File: src/rtl/clkstop_pkg.sv
package clkstop_pkg;

    // Instruction word that requests the clock-stop state
    localparam logic [31:0] STOP_OPCODE = 32'h0600_0001;

    // Non-maskable line plus four general lines
    localparam int NUM_WAKE = 5;

    typedef enum logic [1:0] {
        ST_RUN    = 2'd0,
        ST_HALT   = 2'd1,
        ST_RESUME = 2'd2,
        ST_EIDLE  = 2'd3
    } seq_state_e;

    // Control bundle from the sequencer to the rest of the block
    typedef struct packed {
        logic halted;   // clocks frozen, bus quiet
        logic idle;     // emulation idle, clocks running
        logic arm;      // wake counters may count
        logic adv;      // phase clocks advance at this edge
        logic woken;    // resume pulse
    } seq_ctl_t;

    function automatic logic is_stop_word(input logic valid, input logic [31:0] word);
        return valid && (word == STOP_OPCODE);
    endfunction

    // Line 0 always wakes; the others follow their configuration bits
    function automatic logic [NUM_WAKE-1:0] wake_enables(input logic [NUM_WAKE-2:0] cfg);
        return {cfg, 1'b1};
    endfunction

endpackage

File: src/rtl/clkstop_wake_qual.sv
module clkstop_wake_qual
    import clkstop_pkg::*;
#(
    parameter int NSRC    = NUM_WAKE,
    parameter int MIN_LOW = 4
) (
    input  logic            clk,
    input  logic            rst,
    input  logic            arm,
    input  logic [NSRC-1:0] pin_n,
    input  logic [NSRC-1:0] src_en,
    output logic [NSRC-1:0] qual,
    output logic            wake_any
);

    localparam int CW = $clog2(MIN_LOW + 1);
    localparam logic [CW-1:0] SAT = CW'(MIN_LOW);

    for (genvar g = 0; g < NSRC; g++) begin : g_src
        logic [CW-1:0] low_cnt;

        always_ff @(posedge clk) begin
            if (rst || !arm || pin_n[g] || !src_en[g]) begin
                low_cnt <= '0;
            end else if (low_cnt != SAT) begin
                low_cnt <= low_cnt + 1'b1;
            end
        end

        assign qual[g] = (low_cnt == SAT);

        // a high sample on the line withdraws its qualification
        p_cnt_clear_r4: assert property (@(posedge clk) disable iff (rst)
            pin_n[g] |=> !qual[g]);

        // a line masked as general-purpose I/O never qualifies
        p_masked_quiet_r5: assert property (@(posedge clk) disable iff (rst)
            !src_en[g] |=> !qual[g]);
    end

    assign wake_any = |qual;

endmodule

File: src/rtl/clkstop_phase_gen.sv
module clkstop_phase_gen (
    input  logic clk,
    input  logic rst,
    input  logic adv,
    output logic ph1,
    output logic ph3
);

    // Two separate flops; they must never agree
    always_ff @(posedge clk) begin
        if (rst) begin
            ph1 <= 1'b1;
            ph3 <= 1'b0;
        end else if (adv) begin
            ph1 <= ~ph1;
            ph3 <= ~ph3;
        end
    end

    p_ph_opposite_r2: assert property (@(posedge clk) disable iff (rst)
        ph1 != ph3);

endmodule

File: src/rtl/clkstop_seq.sv
module clkstop_seq
    import clkstop_pkg::*;
#(
    parameter int RESTART_DLY = 2
) (
    input  logic     clk,
    input  logic     rst,
    input  logic     stop_req,
    input  logic     emu_mode,
    input  logic     wake_any,
    input  logic     ph1,
    output seq_ctl_t ctl
);

    localparam int DW = (RESTART_DLY > 1) ? $clog2(RESTART_DLY) : 1;
    localparam logic [DW-1:0] DLY_LAST = DW'(RESTART_DLY - 1);

    seq_state_e state, state_nx;
    logic [DW-1:0] dly_cnt;
    logic          woken_q;
    logic          resume_now;
    logic          adv;

    always_comb begin
        state_nx   = state;
        adv        = 1'b0;
        resume_now = 1'b0;
        case (state)
            ST_RUN: begin
                if (stop_req && emu_mode) begin
                    adv      = 1'b1;
                    state_nx = ST_EIDLE;
                end else if (stop_req) begin
                    // park with the first phase high
                    adv      = !ph1;
                    state_nx = ST_HALT;
                end else begin
                    adv = 1'b1;
                end
            end
            ST_HALT: begin
                if (wake_any) state_nx = ST_RESUME;
            end
            ST_RESUME: begin
                if (dly_cnt == DLY_LAST) begin
                    adv        = 1'b1;
                    resume_now = 1'b1;
                    state_nx   = ST_RUN;
                end
            end
            ST_EIDLE: begin
                adv = 1'b1;
                if (wake_any) begin
                    resume_now = 1'b1;
                    state_nx   = ST_RUN;
                end
            end
            default: state_nx = ST_RUN;
        endcase
    end

    always_ff @(posedge clk) begin
        if (rst) begin
            state   <= ST_RUN;
            dly_cnt <= '0;
            woken_q <= 1'b0;
        end else begin
            state   <= state_nx;
            woken_q <= resume_now;
            if (state != ST_RESUME) dly_cnt <= '0;
            else                    dly_cnt <= dly_cnt + 1'b1;
        end
    end

    assign ctl.halted = (state == ST_HALT) || (state == ST_RESUME);
    assign ctl.idle   = (state == ST_EIDLE);
    assign ctl.arm    = (state == ST_HALT) || (state == ST_EIDLE);
    assign ctl.adv    = adv;
    assign ctl.woken  = woken_q;

    // the frozen clock is parked with the first phase high
    p_park_high_r3: assert property (@(posedge clk) disable iff (rst)
        (state == ST_HALT) |-> ph1);

    // without a qualified line the block stays stopped
    p_no_early_wake_r4: assert property (@(posedge clk) disable iff (rst)
        (state == ST_HALT && !wake_any) |=> (state == ST_HALT));

    // the resume marker is a single-cycle pulse
    p_woken_single_r6: assert property (@(posedge clk) disable iff (rst)
        woken_q |=> !woken_q);

    // under emulation a stop request never freezes the clocks
    p_emu_no_halt_r8: assert property (@(posedge clk) disable iff (rst)
        (state == ST_RUN && stop_req && emu_mode) |=> (state == ST_EIDLE));

endmodule

File: src/rtl/clkstop_bus_gate.sv
module clkstop_bus_gate #(
    parameter int ADDR_W = 24,
    parameter int STB_W  = 3
) (
    input  logic              clk,
    input  logic              rst,
    input  logic              halted,
    input  logic [ADDR_W-1:0] cpu_addr,
    input  logic              cpu_data_oe,
    input  logic [STB_W-1:0]  cpu_strobe_n,
    output logic [ADDR_W-1:0] bus_addr,
    output logic              data_hiz,
    output logic [STB_W-1:0]  bus_strobe_n
);

    logic [ADDR_W-1:0] addr_q;

    // Capture the address on every running edge; the stop edge leaves the last one
    always_ff @(posedge clk) begin
        if (rst)          addr_q <= '0;
        else if (!halted) addr_q <= cpu_addr;
    end

    assign bus_addr     = halted ? addr_q : cpu_addr;
    assign data_hiz     = halted | ~cpu_data_oe;
    assign bus_strobe_n = halted ? {STB_W{1'b1}} : cpu_strobe_n;

    p_addr_frozen_r7: assert property (@(posedge clk) disable iff (rst)
        (halted && $past(halted)) |-> $stable(bus_addr));

    p_strobe_idle_r7: assert property (@(posedge clk) disable iff (rst)
        halted |-> (&bus_strobe_n));

    p_data_float_r7: assert property (@(posedge clk) disable iff (rst)
        halted |-> data_hiz);

endmodule

File: src/rtl/clkstop_ctrl.sv
module clkstop_ctrl
    import clkstop_pkg::*;
#(
    parameter int ADDR_W      = 24,
    parameter int STB_W       = 3,
    parameter int MIN_LOW     = 4,
    parameter int RESTART_DLY = 2
) (
    input  logic                clk_in,
    input  logic                rst,
    input  logic                instr_valid,
    input  logic [31:0]         instr_word,
    input  logic [NUM_WAKE-1:0] irq_n,
    input  logic [NUM_WAKE-2:0] irq_is_int,
    input  logic                emu_mode,
    input  logic [ADDR_W-1:0]   cpu_addr,
    input  logic                cpu_data_oe,
    input  logic [STB_W-1:0]    cpu_strobe_n,
    output logic                ph1,
    output logic                ph3,
    output logic [ADDR_W-1:0]   bus_addr,
    output logic                data_hiz,
    output logic [STB_W-1:0]    bus_strobe_n,
    output logic                stopped,
    output logic                idling,
    output logic                woken
);

    seq_ctl_t            ctl;
    logic                stop_req;
    logic                wake_any;
    logic [NUM_WAKE-1:0] src_en;
    logic [NUM_WAKE-1:0] qual;

    assign stop_req = is_stop_word(instr_valid, instr_word);
    assign src_en   = wake_enables(irq_is_int);

    clkstop_wake_qual #(
        .NSRC    (NUM_WAKE),
        .MIN_LOW (MIN_LOW)
    ) u_wake (
        .clk      (clk_in),
        .rst      (rst),
        .arm      (ctl.arm),
        .pin_n    (irq_n),
        .src_en   (src_en),
        .qual     (qual),
        .wake_any (wake_any)
    );

    clkstop_seq #(
        .RESTART_DLY (RESTART_DLY)
    ) u_seq (
        .clk      (clk_in),
        .rst      (rst),
        .stop_req (stop_req),
        .emu_mode (emu_mode),
        .wake_any (wake_any),
        .ph1      (ph1),
        .ctl      (ctl)
    );

    clkstop_phase_gen u_phase (
        .clk (clk_in),
        .rst (rst),
        .adv (ctl.adv),
        .ph1 (ph1),
        .ph3 (ph3)
    );

    clkstop_bus_gate #(
        .ADDR_W (ADDR_W),
        .STB_W  (STB_W)
    ) u_bus (
        .clk          (clk_in),
        .rst          (rst),
        .halted       (ctl.halted),
        .cpu_addr     (cpu_addr),
        .cpu_data_oe  (cpu_data_oe),
        .cpu_strobe_n (cpu_strobe_n),
        .bus_addr     (bus_addr),
        .data_hiz     (data_hiz),
        .bus_strobe_n (bus_strobe_n)
    );

    assign stopped = ctl.halted;
    assign idling  = ctl.idle;
    assign woken   = ctl.woken;

    // a pulse on woken never coincides with frozen clocks
    p_woken_running_r6: assert property (@(posedge clk_in) disable iff (rst)
        woken |-> !stopped);

endmodule

File: config.mk
export PLATFORM = sky130hd
export DESIGN_NAME = clkstop_ctrl
export DESIGN_NICKNAME = d
export VERILOG_FILES = /design/src/rtl/clkstop_pkg.sv /design/src/rtl/clkstop_wake_qual.sv /design/src/rtl/clkstop_phase_gen.sv /design/src/rtl/clkstop_seq.sv /design/src/rtl/clkstop_bus_gate.sv /design/src/rtl/clkstop_ctrl.sv
export SDC_FILE = /design/constraint.sdc
export NUM_CORES = 1
export LEC_CHECK = 0
export BUFFER_PORTS_ARGS = -buffer_cell sky130_fd_sc_hd__buf_4
export CORE_ASPECT_RATIO = 1.75
export CORE_MARGIN = 4
export CORE_UTILIZATION = 43
export CTS_BUF_LIST = sky130_fd_sc_hd__clkbuf_4 sky130_fd_sc_hd__clkbuf_8
export CTS_CLUSTER_SIZE = 8
export DETAILED_ROUTE_END_ITERATION = 12
export HOLD_SLACK_MARGIN = 0.08
export PLACE_DENSITY = 0.84
export SYNTH_ARGS = -nofsm -noshare
export SYNTH_HDL_FRONTEND = slang
export SYNTH_SLANG_ARGS = --single-unit
File: constraint.sdc
create_clock -name clk_in -period 1.69 [get_ports clk_in]
set_input_delay 0.0845 -clock clk_in [delete_from_list [all_inputs] [get_ports clk_in]]
set_output_delay 0.0845 -clock clk_in [all_outputs]
set_load 0.01 [all_outputs]
After elaboration in Yosys (flattened, before gate mapping):

Cells that the tools add are included.

* add/sub/neg operators: 6
* multipliers: 0
* div/mod/pow operators: 0
* $lt $le $gt $ge: 0
* equality and inequality tests: 19
* shifts and indexed selects: 0
* muxes and demuxes: 14
* bitwise operators: 4
* reduce and logical (&&, ||, !) cells: 24

Operators with widths (number)
* equality test 32 x 27 -> 1 bit, second input constant: 1
* 2-to-1 mux 24 bit: 1
* adder 3 x 1 -> 3 bit, second input constant: 5
* equality test 3 bit, second input constant: 5
* inequality test 3 bit, second input constant: 5
* logical OR 1 bit: 12
* 2-to-1 mux 2 bit: 5
* case mux 2 bit (4 select lines): 1
* logical NOT 1 bit: 6
* inequality test 2 x 1 -> 1 bit, second input constant: 3
* OR reduction 5 bit: 1
* equality test 2 bit, second input constant: 2
* 2-to-1 mux 1 bit: 4
* AND reduction 4 bit: 1
* 2-to-1 mux 3 bit: 1
* inequality test 3 x 1 -> 1 bit, second input constant: 1
* NOT 1 bit: 3
* case mux 1 bit (3 select lines): 1
* equality test 2 x 1 -> 1 bit, second input constant: 1
* logical AND 1 bit: 2
* logical NOT 2 bit: 1
* inequality test 2 bit, second input constant: 1
* case mux 1 bit (2 select lines): 1
* OR reduction 2 bit: 1
* other kinds (2): 2

* bits in registers: 45
* bits in latches: 0
* memory bits (writable): 0
* bits in read-only memories: 0
* input port bits: 73
* word-level logic and storage cells: 78
* memories: 0

Depth between registers and ports, before layout:

* word-level depth: 6
* mapped depth: 7

Cells and area by module:

From an unflattened synthesis, not the netlist that was laid out.

* cells, all modules: 223
* area, all modules: 2407.3 um^2

By module, submodules not included
* clkstop_bus_gate: instances 1, cells an instance 81, area each 1106.1 um^2, seq. area each 480.5 um^2
* clkstop_wake_qual: instances 1, cells an instance 92, area each 850.8 um^2, seq. area each 300.3 um^2
* clkstop_seq: instances 1, cells an instance 31, area each 280.3 um^2, seq. area each 80.1 um^2
* clkstop_ctrl: instances 1, cells an instance 13, area each 102.6 um^2, seq. area each 0.0 um^2
* clkstop_phase_gen: instances 1, cells an instance 6, area each 67.6 um^2, seq. area each 40.0 um^2

Least setup slack after synthesis:

Ideal clock, no wire load.

* path kind: reg-to-reg
* start: register u_seq.state[1]
* end: register u_bus.addr_q[17]
* library setup time: 0.115 ns
* data arrival time: 1.814 ns
* data required time: 1.575 ns
* slack: -0.239 ns
* stages on the path, launching flop included: 7
* buffers on the path: 2
* cells stage by stage: dfxtp_1 > inv_1 > ha_1 > buf_2 > clkbuf_1 > mux2_2 > and2_1

* word-level cells in the longest chain between the ends: 3
* elaborated cells between the ends (all ways): 4

Ends and longest elaborated chain
* from (decl): RTL line clkstop_seq.sv:18 `seq_state_e state, state_nx;`
* from (signal assigned): RTL line clkstop_seq.sv:68 `state <= state_nx;`
* equality test 2 x 1 -> 1 bit / equality test 2 bit (equally long branches): RTL line clkstop_seq.sv:75 `assign ctl.halted = (state == ST_HALT) || (state == ST_RESUME);`
* logical OR 1 bit *: RTL line clkstop_seq.sv:75
* named net stopped: RTL line clkstop_ctrl.sv:24 `output logic stopped,`
* 2-to-1 mux 24 bit *
* named net bus_addr[17]: RTL line clkstop_ctrl.sv:21 `output logic [ADDR_W-1:0] bus_addr,`
* to (signal assigned): RTL line clkstop_bus_gate.sv:21 `else if (!halted) addr_q <= cpu_addr;`
* to (decl): RTL line clkstop_bus_gate.sv:16 `logic [ADDR_W-1:0] addr_q;`

The timed path passes the listed nets; every way through them passes the cells marked *.
A chain may end at the register's enable or synchronous reset.

Worst setup path in the final report:

* start: register u_seq.state[1]
* end: output bus_addr[6]

* word-level cells in the longest chain between the ends: 3
* elaborated cells between the ends (all ways): 4

Ends and longest elaborated chain (RTL line)
* equality test 2 x 1 -> 1 bit / equality test 2 bit (equally long branches): clkstop_seq.sv:75
* logical OR 1 bit *: clkstop_seq.sv:75
* 2-to-1 mux 24 bit *
* to (decl): clkstop_ctrl.sv:21

Every way passes the cells marked *; elsewhere a longest branch is shown, timed or not.

==> parameters.txt <==
Parameter                              Value

Yosys
  Library cell with the highest instance count after synthesis    sky130_fd_sc_hd__dfxtp_1
  Synthesized area    2200 um^2
  Share of cell area taken by muxes after synthesis    12.7%
  Post-synthesis share of cell area spent on full adders, half adders and majority gates    8.53%
  Post-synthesis share of cell area spent on and, or, nand and nor gates    26.3%
  Distinct cell type count after synthesis    34
  Synth Area in XOR/XNOR    1.99%
  Post-synthesis cell type with the largest combined area    sky130_fd_sc_hd__dfxtp_1
  Number of synthesized register bits    45
  Synth Net Count    318
  Commonest cells in the synthesized netlist    45 x sky130_fd_sc_hd__dfxtp_1, 24 x sky130_fd_sc_hd__and2_1, 24 x sky130_fd_sc_hd__mux2_2, 18 x sky130_fd_sc_hd__nor2_1
  Sequential element share of the synthesized area    40.9%
  Async set-reset flop share out of synthesis    0%
  Dominant register cell in the synthesized netlist    sky130_fd_sc_hd__dfxtp_1
  Combinational family with the most area after synthesis    simple AND/OR/NAND/NOR gates
  Avg Inst Size Synth    9.57 um^2
  Synthesized-area fraction occupied by ao, oa, aoi and oai cells    6.14%
  Synth top area cells    sky130_fd_sc_hd__dfxtp_1 41%, sky130_fd_sc_hd__mux2_2 12%, sky130_fd_sc_hd__ha_1 8.5%
  Synthesized instance count    230
  Number of enable-type register cells in the synthesized netlist    0
  Number of warning messages in the yosys log    0
  Portion of synthesized cell area occupied by the leading cell type    40.9%

Placement
  Estimated wirelength of the detail-placed design    4.39 mm
  Gp weighted congestion    0.782
  Setup slack after placement    -0.0360 ns
  Dpl cells    386
  Placement Cell Area    3070 um^2
  Port Buffer Count    105

Timing
  Worst setup margin    -0.0733 ns
  RSZ-0062 raised after global routing    true
  Total negative setup slack    -1.14 ns
  Final Slew Violations    0
  Maximum operating frequency    0.567 GHz
  Worst Clk Skew    0.00618 ns
  Actual slew at the worst max-slew pin    0.590 ns
  Final critical path time including I/O delays and setup    1.76 ns
  Rel. slew slack    60.6%
  Final number of setup-violating endpoints    24
  Final hold violation count    0
  Period Utilization, post-route    104%

Die
  Effective utilization at floorplan    44.2%
  Core Rows    34
  Die Width    62.1 um
  Die Footprint    6370 um^2
  Std-Cell Core Area    4980 um^2
  I/O pin count    106
  Die Y-Extent    103 um

Clocking
  Number of sinks driven by the clock tree    45
  Cell chosen for the clock root    sky130_fd_sc_hd__clkbuf_8
  Max Buffers Root-to-Sink    2
  Worst-Skew Late Latency    0.29 ns
  H-tree level count    2
  CTS buffer count    5
  Clock tree from TritonCTS    built
  Clock-pin slew on the worst setup and hold paths    0.08 ns

Pwr
  Power density over cell area    1190 nW/um^2
  Leakage power total    1.61 nW
  Maximum vdd drop    1.09 mV

Finish
  Filler Cell Count    362
  Final design area excluding fillers    3620 um^2
  P&R area growth vs syn    64.5%
  Final-stage net count    441
  Post-Layout Cell Count    408
  Area used by multi-input combinational logic    1370 um^2
  Post-route core utilization    72.7%
  Antenna diode count    0
  Fraction of final layout cells with drive strength greater than 1    49.7%
  Sequential cell area    910 um^2

Global routing
  First-pass GRT wire length    9.20 mm
  Pin count of the biggest net entering global routing    26
  Overall global routing resource usage    19.3%
  Number of antenna violations at the first check in global routing    0
  Number of global-route vias before repair    2,168
  GR Overflow Total    0

Drt
  Number of DRC violations after detailed routing    0
  Length of routed met2 wiring    3.72 mm
  Highest routed metal layer    met4
  Detailed-route via count    2,112
  Vias per cell    5.18
  Antenna-violating nets left    0
  Post-Route M1 WL    2.13 mm
  Wire length after detailed routing    6.36 mm
  Iteration-0 DRC Markers    73
  Router iterations before antenna repair    4
  Routed wire per std cell    15.6 um
  DR WL met3    441 um

Setup path
  Type of element launching the critical path    flip-flop
  Maximum fanout along the worst path    8
  CP Data Arrival Time    1.68 ns
  Critical path capture point type    output pin
  Required time at the worst-slack endpoint    1.61 ns
  Critical setup path kind    flip-flop to output pin

Run
  Max-cap viol count    0

Status
  Violations in the final reports    setup timing
  Status    finished with violations

Min path
  Class of the most critical hold timing path    input pin to flip-flop
## through the flow
step,power (mW),hold slack (ns)
final,4.29,0.107
after global routing,4.49,0.107
after CTS,4.07,0.103
after detailed placement,2.73,0.274
after global placement,2.69,0.272
after floorplan,2.14,0.161
## final cells by class
cell class / instances / area share [%]
clock inverter: 3 / 1.80
multi-input combinational: 166 / 37.9
clock buffer: 5 / 1.90
sequential: 45 / 25.1
inverter: 13 / 1.42
tap: 54 / 1.87
timing repair buffer: 122 / 30.0
## critical path, cell delays in order (launching register included)
cell and delay, ns:
sky130_fd_sc_hd__dfxtp_2 0.36, sky130_fd_sc_hd__inv_2 0.05, sky130_fd_sc_hd__ha_4 0.35, sky130_fd_sc_hd__buf_12 0.17
sky130_fd_sc_hd__mux2_4 0.32, sky130_fd_sc_hd__buf_6 0.13
## per-layer routing
metal  global-route usage, %  vias up
li1                        -     1039
met1                    18.3      988
met2                    37.7       79
met3                    4.14        6
met4                    7.19        0
met5                       0        -
## cell families after synthesis
logic type	after synthesis
AO/OA/AOI/OAI	19
XOR/XNOR	5
adder cells (fa/ha/maj)	15
buffers and inverters	19
flip-flops	45
multiplexers	25
AND/OR/NAND/NOR	102
## placed cells by master, fill, tap and decap left out, types with 9 or more instances in the layout
master	n
sky130_fd_sc_hd__nor2_1	17
sky130_fd_sc_hd__buf_4	89
sky130_fd_sc_hd__mux2_4	24
sky130_fd_sc_hd__nor4_1	9
sky130_fd_sc_hd__buf_6	27
sky130_fd_sc_hd__dfxtp_1	38
sky130_fd_sc_hd__inv_1	11
sky130_fd_sc_hd__ha_1	11
sky130_fd_sc_hd__and2_1	24
sky130_fd_sc_hd__nand2_1	15
## state kept, by name, summed over array words and instances (netlist names)
name and count:
u_seq.dly_cnt 1, u_seq.state 2, u_bus.addr_q 24, u_phase.ph1 1, u_seq.woken_q 1, u_phase.ph3 1, u_wake.g_src.low_cnt 15
## report_power, final
part / total (mW) / switching (mW) / internal, mW
Sequential: 1.37 / 0.0945 / 1.27
Combinational: 1.98 / 0.773 / 1.21
Clock: 0.946 / 0.359 / 0.587
## timing repair
item | in CTS | in global routing
pin swaps | 4 | 5
gates resized for setup | 41 | 34
endpoints found under the hold margin | 8 | 0
setup buffers | 7 | 3
cloned | 1 | 1
endpoints found under the setup margin | 46 | 29
hold buffers | 2 | 0
## path summary, 6_finish.rpt
check                             startpoint                    endpoint  slack, ns  cells after the start
setup reg to reg              u_seq.state[1]            u_bus.addr_q[16]       0.07                      6
hold reg to reg   u_wake.g_src[1].low_cnt[1]  u_wake.g_src[1].low_cnt[1]       0.50                      2
hold / removal                      irq_n[1]  u_wake.g_src[1].low_cnt[0]       0.11                      3
setup / recovery              u_seq.state[1]                 bus_addr[6]      -0.07                      5
No activity file was read; power rests on OpenSTA's default activity.
